## src/rtl/cdma_pkg.sv

```systemverilog
package cdma_pkg;
  typedef enum logic [1:0] {
    ST_IDLE = 2'd0,
    ST_MOVE = 2'd1,
    ST_MEM  = 2'd2
  } cdma_state_e;

  localparam logic DIR_TO_MEM = 1'b0;
  localparam logic DIR_TO_DEV = 1'b1;
endpackage

```

## src/rtl/cdma_regs.sv

```systemverilog
// Programmed settings plus the running word address and remaining count.
module cdma_regs #(
  parameter int DEV_AW = 8,
  parameter int MEM_AW = 16,
  parameter int CNT_W  = 16
) (
  input  logic              clk,
  input  logic              rst_n,
  input  logic              load,
  input  logic              step,
  input  logic              cfg_dir,
  input  logic [DEV_AW-1:0] cfg_dev,
  input  logic [MEM_AW-1:0] cfg_mem,
  input  logic [CNT_W-1:0]  cfg_cnt,
  output logic              dir_q,
  output logic [DEV_AW-1:0] dev_q,
  output logic [MEM_AW-1:0] addr_q,
  output logic              last_word,
  output logic              left_zero
);
  logic              dir_d;
  logic [DEV_AW-1:0] dev_d;
  logic [MEM_AW-1:0] addr_d;
  logic [CNT_W-1:0]  left_q, left_d;
  logic              en;

  assign en        = load | step;
  assign last_word = (left_q == CNT_W'(1));
  assign left_zero = (left_q == '0);

  always_comb begin
    dir_d  = dir_q;
    dev_d  = dev_q;
    addr_d = addr_q;
    left_d = left_q;
    if (load) begin
      dir_d  = cfg_dir;
      dev_d  = cfg_dev;
      addr_d = cfg_mem;
      left_d = cfg_cnt;
    end else if (step) begin
      addr_d = addr_q + 1'b1;
      left_d = left_q - 1'b1;
    end
  end

  always_ff @(posedge clk or negedge rst_n) begin
    if (!rst_n) begin
      dir_q  <= 1'b0;
      dev_q  <= '0;
      addr_q <= '0;
      left_q <= '0;
    end else if (en) begin
      dir_q  <= dir_d;
      dev_q  <= dev_d;
      addr_q <= addr_d;
      left_q <= left_d;
    end
  end
endmodule

```

## src/rtl/cdma_pack.sv

```systemverilog
// Word buffer with byte-lane counter: shifts bytes in (toward memory) or out (toward device).
module cdma_pack #(
  parameter int WORD_W = 32,
  parameter int BYTE_W = 8
) (
  input  logic              clk,
  input  logic              rst_n,
  input  logic              clr,
  input  logic              push,
  input  logic              pop,
  input  logic              load,
  input  logic              store,
  input  logic [BYTE_W-1:0] byte_in,
  input  logic [WORD_W-1:0] word_in,
  output logic [BYTE_W-1:0] byte_out,
  output logic [WORD_W-1:0] word_out,
  output logic              full
);
  localparam int LANES  = WORD_W / BYTE_W;
  localparam int LANE_W = (LANES > 1) ? $clog2(LANES) : 1;
  localparam logic [LANE_W-1:0] LANE_LAST = LANE_W'(LANES - 1);

  logic [WORD_W-1:0] buf_q, buf_d;
  logic [LANE_W-1:0] lane_q, lane_d;
  logic              en;

  assign en       = clr | push | pop | load | store;
  assign full     = (lane_q == LANE_LAST);
  assign byte_out = buf_q[BYTE_W-1:0];
  assign word_out = {buf_q[WORD_W-BYTE_W-1:0], byte_in};

  always_comb begin
    buf_d  = buf_q;
    lane_d = lane_q;
    if (clr || store) begin
      lane_d = '0;
    end else if (load) begin
      buf_d  = word_in;
      lane_d = '0;
    end else if (push) begin
      buf_d  = {buf_q[WORD_W-BYTE_W-1:0], byte_in};
      lane_d = lane_q + 1'b1;
    end else if (pop) begin
      buf_d  = buf_q >> BYTE_W;
      lane_d = full ? '0 : lane_q + 1'b1;
    end
  end

  always_ff @(posedge clk or negedge rst_n) begin
    if (!rst_n) begin
      buf_q  <= '0;
      lane_q <= '0;
    end else if (en) begin
      buf_q  <= buf_d;
      lane_q <= lane_d;
    end
  end
endmodule

```

## src/rtl/cdma_fsm.sv

```systemverilog
// Transfer sequencing: byte handshakes, memory-cycle borrowing, completion level.
module cdma_fsm
  import cdma_pkg::*;
(
  input  logic clk,
  input  logic rst_n,
  input  logic start,
  input  logic start_zero,
  input  logic start_dir,
  input  logic dir_q,
  input  logic dev_req,
  input  logic mcg,
  input  logic lane_full,
  input  logic last_word,
  input  logic left_zero,
  input  logic irq_ack,
  output logic busy,
  output logic mcr,
  output logic dev_gnt,
  output logic mem_en,
  output logic mem_we,
  output logic push,
  output logic pop,
  output logic load_word,
  output logic store,
  output logic step,
  output logic irq
);
  cdma_state_e state_q, state_d;
  logic        irq_q, irq_d;
  logic        done;

  assign busy = (state_q != ST_IDLE);
  assign irq  = irq_q;

  always_comb begin
    state_d   = state_q;
    mcr       = 1'b0;
    dev_gnt   = 1'b0;
    mem_en    = 1'b0;
    mem_we    = 1'b0;
    push      = 1'b0;
    pop       = 1'b0;
    load_word = 1'b0;
    store     = 1'b0;
    step      = 1'b0;
    done      = 1'b0;
    case (state_q)
      ST_MOVE: begin
        if (dev_req) begin
          if (dir_q == DIR_TO_MEM) begin
            if (!lane_full) begin
              dev_gnt = 1'b1;
              push    = 1'b1;
            end else begin
              state_d = ST_MEM;
            end
          end else begin
            dev_gnt = 1'b1;
            pop     = 1'b1;
            if (lane_full) begin
              if (left_zero) begin
                done    = 1'b1;
                state_d = ST_IDLE;
              end else begin
                state_d = ST_MEM;
              end
            end
          end
        end
      end
      ST_MEM: begin
        mcr = 1'b1;
        if (mcg) begin
          mem_en = 1'b1;
          step   = 1'b1;
          if (dir_q == DIR_TO_MEM) begin
            mem_we  = 1'b1;
            dev_gnt = 1'b1;
            store   = 1'b1;
            if (last_word) begin
              done    = 1'b1;
              state_d = ST_IDLE;
            end else begin
              state_d = ST_MOVE;
            end
          end else begin
            load_word = 1'b1;
            state_d   = ST_MOVE;
          end
        end
      end
      default: ;
    endcase
    if (start) begin
      if (start_zero)                state_d = ST_IDLE;
      else if (start_dir == DIR_TO_DEV) state_d = ST_MEM;
      else                           state_d = ST_MOVE;
    end
  end

  always_comb begin
    irq_d = irq_q;
    if (start)        irq_d = start_zero;
    else if (done)    irq_d = 1'b1;
    else if (irq_ack) irq_d = 1'b0;
  end

  always_ff @(posedge clk or negedge rst_n) begin
    if (!rst_n) begin
      state_q <= ST_IDLE;
      irq_q   <= 1'b0;
    end else begin
      state_q <= state_d;
      irq_q   <= irq_d;
    end
  end
endmodule

```

## src/rtl/cyc_dma_ctrl.sv

```systemverilog
module cyc_dma_ctrl #(
  parameter int DEV_AW = 8,
  parameter int MEM_AW = 16,
  parameter int CNT_W  = 16,
  parameter int WORD_W = 32,
  parameter int BYTE_W = 8
) (
  input  logic              clk,
  input  logic              rst_n,
  input  logic              cfg_start,
  input  logic              cfg_dir,
  input  logic [DEV_AW-1:0] cfg_dev_addr,
  input  logic [MEM_AW-1:0] cfg_mem_addr,
  input  logic [CNT_W-1:0]  cfg_word_cnt,
  input  logic              irq_ack,
  input  logic              dev_req,
  input  logic [BYTE_W-1:0] dev_rdata,
  output logic              dev_gnt,
  output logic [DEV_AW-1:0] dev_sel,
  output logic [BYTE_W-1:0] dev_wdata,
  output logic              mcr,
  input  logic              mcg,
  output logic              mem_en,
  output logic              mem_we,
  output logic [MEM_AW-1:0] mem_addr,
  output logic [WORD_W-1:0] mem_wdata,
  input  logic [WORD_W-1:0] mem_rdata,
  output logic              irq,
  output logic              busy
);
  logic dir_q, last_word, left_zero, lane_full;
  logic push, pop, load_word, store, step;
  logic cnt_zero;

  assign cnt_zero = (cfg_word_cnt == '0);

  cdma_regs #(.DEV_AW(DEV_AW), .MEM_AW(MEM_AW), .CNT_W(CNT_W)) u_regs (
    .clk       (clk),
    .rst_n     (rst_n),
    .load      (cfg_start),
    .step      (step),
    .cfg_dir   (cfg_dir),
    .cfg_dev   (cfg_dev_addr),
    .cfg_mem   (cfg_mem_addr),
    .cfg_cnt   (cfg_word_cnt),
    .dir_q     (dir_q),
    .dev_q     (dev_sel),
    .addr_q    (mem_addr),
    .last_word (last_word),
    .left_zero (left_zero)
  );

  cdma_pack #(.WORD_W(WORD_W), .BYTE_W(BYTE_W)) u_pack (
    .clk      (clk),
    .rst_n    (rst_n),
    .clr      (cfg_start),
    .push     (push),
    .pop      (pop),
    .load     (load_word),
    .store    (store),
    .byte_in  (dev_rdata),
    .word_in  (mem_rdata),
    .byte_out (dev_wdata),
    .word_out (mem_wdata),
    .full     (lane_full)
  );

  cdma_fsm u_fsm (
    .clk        (clk),
    .rst_n      (rst_n),
    .start      (cfg_start),
    .start_zero (cnt_zero),
    .start_dir  (cfg_dir),
    .dir_q      (dir_q),
    .dev_req    (dev_req),
    .mcg        (mcg),
    .lane_full  (lane_full),
    .last_word  (last_word),
    .left_zero  (left_zero),
    .irq_ack    (irq_ack),
    .busy       (busy),
    .mcr        (mcr),
    .dev_gnt    (dev_gnt),
    .mem_en     (mem_en),
    .mem_we     (mem_we),
    .push       (push),
    .pop        (pop),
    .load_word  (load_word),
    .store      (store),
    .step       (step),
    .irq        (irq)
  );
endmodule

```

## config.mk

```make
export PLATFORM = sky130hd
export DESIGN_NAME = cyc_dma_ctrl
export DESIGN_NICKNAME = d
export VERILOG_FILES = /design/src/rtl/cdma_pkg.sv /design/src/rtl/cdma_regs.sv /design/src/rtl/cdma_pack.sv /design/src/rtl/cdma_fsm.sv /design/src/rtl/cyc_dma_ctrl.sv
export SDC_FILE = /design/constraint.sdc
export NUM_CORES = 1
export LEC_CHECK = 0
export BUFFER_PORTS_ARGS = -buffer_cell sky130_fd_sc_hd__clkbuf_2
export CAP_MARGIN = 20
export CORE_MARGIN = 2
export CORE_UTILIZATION = 40
export CTS_CLUSTER_SIZE = 14
export DETAILED_ROUTE_END_ITERATION = 7
export PLACE_DENSITY = 0.75
export SYNTH_ARGS = -nofsm -noshare
export SYNTH_HDL_FRONTEND = slang
export SYNTH_HIERARCHICAL = 1
export SYNTH_SLANG_ARGS = --single-unit
```

## constraint.sdc

```tcl
create_clock -name clk -period 5 [get_ports clk]
set_input_delay 0.5 -clock clk [delete_from_list [all_inputs] [get_ports clk]]
set_output_delay 0.5 -clock clk [all_outputs]
set_load 0.02 [all_outputs]
```

==> impl_summary.log <==
INFO  metric resized_after_cts = 0
INFO  metric worst_r2r_path_depth = 8
INFO  metric worstHoldPathType = in2async
INFO  metric grt_overflow = 0
INFO  metric netlist_top_cells_count = 78 x sky130_fd_sc_hd__dfrtp_1, 63 x sky130_fd_sc_hd__o21ai_0, 43 x sky130_fd_sc_hd__buf_4
INFO  metric detailroute.via_count = 3995
INFO  metric fp.coreArea = 11500 um2
INFO  metric synth_nets = 580
INFO  metric grt_use_met2 = 30.5%
INFO  metric synthesis.area_per_instance = 9.80 um2
INFO  metric pin_count_of_the_biggest_net_entering_global_routing = 81
INFO  metric flip_flop_and_latch_count_after_synthesis = 78
INFO  metric flow.area_growth_from_synthesis = 18.5%
INFO  metric combined_buffer_and_inverter_count_along_the_critical_path = 2
INFO  metric synthMostInstantiatedCell = sky130_fd_sc_hd__dfrtp_1
INFO  metric total_inserted_antenna_cells = 0
INFO  metric tcrit_tclk_final = 57.6%
INFO  metric layout_cell_share_with_drive_strength_beyond_1 = 38.0%
INFO  metric worst-path-max-fanout = 36
INFO  metric setup_violations = 0
INFO  metric postSynth.asyncResetShare = 100%
INFO  metric max-slew-margin-rel = 33.2%
INFO  metric antenna_violations_before_repair = 0
INFO  metric cellLeakagePower = 2.56 nW
INFO  metric netlist_instances = 486
INFO  metric residual_drc_count = 15
INFO  metric crit_path_end_kind = flop
INFO  metric place_congestion = 0.774
INFO  metric post-synth-top-area-cell = sky130_fd_sc_hd__dfrtp_1
INFO  metric numCtsBuffers = 9
INFO  metric max-cap-violations = 0
INFO  metric die_area = 12800 um2
INFO  metric hpwl_reported_at_the_end_of_detailed_placement = 7960 um
INFO  metric global_route.usage.met1 = 22.9%
INFO  metric final_max_slew_viol_count = 0
INFO  metric outcome = finished with violations
INFO  metric ys_seq_area_share = 41.0%
INFO  metric die-width = 113 um
INFO  metric fin_util = 49.0%
INFO  metric yosys_most_used_dff = sky130_fd_sc_hd__dfrtp_1
INFO  metric synth_warnings = 6
INFO  metric worst_ir_drop_vdd = 0.225 mV
INFO  metric die-height = 113 um
INFO  metric drt.antenna.violating_nets = 0
INFO  metric min_period = 2.88 ns
INFO  metric routed_wire_length_per_instance = 15.4 um
INFO  metric detailedRoute.firstPassIterationCount = 8
INFO  metric clock_insertion_delay_worst_skew = 0.33 ns
INFO  metric worst_slew_pin_slew = 0.999 ns
INFO  metric post_synth_num_cell_types = 55
INFO  metric cts_tree = done
INFO  metric cellPowerDensity = 468 nW/um2
INFO  metric cp_cell_sequence = inv_1 -> ha_1 -> nand2_1 -> nor2_4 -> buf_4 -> nor3_4 -> or2_4 -> o21ai_0
INFO  metric cp_max_stage_cell = sky130_fd_sc_hd__nor3_4
INFO  metric n_fill_cell = 1117
INFO  metric final.setup.tns = 0 ns
INFO  metric cts.path.max_buffers = 2
INFO  metric i_o_pin_count = 157
INFO  metric drtIter0Drc = 284
INFO  metric cts-htree-levels = 3
INFO  metric cell_types_occupying_the_most_area_after_synthesis = sky130_fd_sc_hd__dfrtp_1 41%, sky130_fd_sc_hd__mux2_2 8.0%, sky130_fd_sc_hd__buf_4 6.8%
INFO  metric synth_largest_type_area_fraction = 41.0%
INFO  metric timing_worst_setup_path_type = reg2reg
INFO  metric all_layer_global_routing_usage = 18.0%
INFO  metric rsz0062_at_grt = false
INFO  metric setup.worst_path.start_class = flop
INFO  metric hold_viol_final = 0
INFO  metric first_global_vias = 3901
INFO  metric grt.busiest_layer = met2
INFO  metric finClkSkew = 0.00347 ns
INFO  metric timing.critical_path.required = 5.20 ns
INFO  metric timing.critical_path.max_delay_family = simple AND/OR/NAND/NOR gates
INFO  metric postCtsSetupBuffers = 0
INFO  metric cts.hold.buffers_added = 0
INFO  metric grt_first_pass_wirelength = 18800 um
INFO  metric cts.reportedPaths.clkPinSlew = 0.06 ns
INFO  metric drt-total-wl = 11400 um
INFO  metric cpPeakStageDelay = 0.88 ns
INFO  metric floorplan.initialDensity = 41.4%
INFO  metric core_rows = 39
INFO  metric worst_ep_arrival_time = 3.08 ns
INFO  metric clk_root_buffer_cell = sky130_fd_sc_hd__clkbuf_16
INFO  metric route.detailed.vias_per_inst = 5.42
INFO  metric grtUsageMet3 = 4.39%
INFO  metric fmaxAchievable = 348 MHz
INFO  metric place.port_buffers = 156
INFO  metric nNetsFinal = 683
INFO  metric tritoncts_num_sinks = 78
INFO  metric synth_edf_count = 0
INFO  metric violations = design-rule violations
INFO  metric synth_area = 4760 um2
INFO  metric worstSetupPathDepth = 8
[layout by cell type, fill, tap and decap left out, drive strengths merged, types with 2 or more instances in the layout]
cell type  netlist  final
a21oi            2      2
a221o            3      3
a22oi            9      9
a31oi            4      4
and2             2      2
buf             49      6
bufinv           0      2
clkbuf          20    168
dfrtp           78     78
ha               7      7
inv             12     12
mux2            34     34
mux2i           29     29
nand2           35     35
nand2b           2      2
nand3           10     10
nand3b           2      2
nand4            7      7
nor2            14     14
nor2b            6      6
nor3            12     12
nor4             9      9
o21ai           94     94
or2              2      2
or3              3      3
or4              3      3
xnor2           10     10
xor2            13     13
[path summary, 6_finish.rpt]
kind,start,to,slack [ns]
worst max-delay path,u_fsm/state_q[0]$_DFFE_PN0P_,u_pack/buf_q[3]$_DFFE_PN0P_,2.12
worst min-delay path,rst_n,u_pack/buf_q[3]$_DFFE_PN0P_,0.14
worst max register to register,u_fsm/state_q[0]$_DFFE_PN0P_,u_pack/buf_q[3]$_DFFE_PN0P_,2.12
worst min register to register,u_regs/dev_q[4]$_DFFE_PN0P_,u_regs/dev_q[4]$_DFFE_PN0P_,0.51
max in group asynchronous,rst_n,u_regs/addr_q[12]$_DFFE_PN0N_,4.27
min in group clk,cfg_mem_addr[4],u_regs/addr_q[4]$_DFFE_PN0N_,0.37
[cell type report]
class	count	area [um2]	share of cell area, %
multi-input combinational	327	2300	40.7
inverter	12	45.0	0.798
tap	143	179	3.17
timing repair buffer	161	833	14.8
sequential	78	1950	34.6
clock inverter	3	65.1	1.15
clock buffer	13	270	4.79
[metal layers]
metal / up-vias / part of all wire [%] / wire length, um
met3: 12 / 7.8 / 890
met5: - / 0 / 0
met4: 0 / 1.4 / 161
li1: 1891 / - / -
met2: 166 / 48 / 5500
met1: 1926 / 42 / 4840
[per-stage QoR]
stage | instances | setup WS, ns | power (mW) | instance area [um2] | hold slack (ns)
4_1_cts | 736 | 2.12 | 2.66 | 5620 | 0.360
6_report | 737 | 2.12 | 2.64 | 5640 | 0.137
5_1_grt | 737 | 1.84 | 2.80 | 5640 | 0.179
2_1_floorplan | 486 | 2.56 | 1.78 | 4760 | 0.204
3_3_place_gp | 720 | 2.21 | 1.88 | 5290 | 0.491
3_5_place_dp | 720 | 2.11 | 1.92 | 5290 | 0.497
[power breakdown]
group / leakage, nW / switching (mW) / internal [mW]
registers: 0.994 / 0.155 / 0.785
clock network: 0.166 / 0.253 / 0.477
logic: 1.40 / 0.589 / 0.382
[flip-flops by register name, summed over array words and instances, names as in the netlist]
name	flops
u_regs/addr_q	16
u_regs/dev_q	8
u_fsm/irq	1
u_fsm/state_q	2
u_regs/dir_q	1
u_pack/buf_q	32
u_pack/lane_q	2
u_regs/left_q	16
[logic make-up (layout without fill, tap and decap cells)]
| kind of cell | Yosys count | after routing | share of synthesized area (%) |
|---|---|---|---|
| compound gates | 120 | 120 | 14.6 |
| simple gates | 114 | 114 | 13.2 |
| buf+inv | 81 | 189 | 11.0 |
| flops | 78 | 78 | 41.0 |
| mux | 63 | 63 | 14.1 |
| xor+xnor | 23 | 23 | 4.23 |
| fa+ha+maj | 7 | 7 | 1.84 |
No activity file was read; power rests on OpenSTA's default activity.
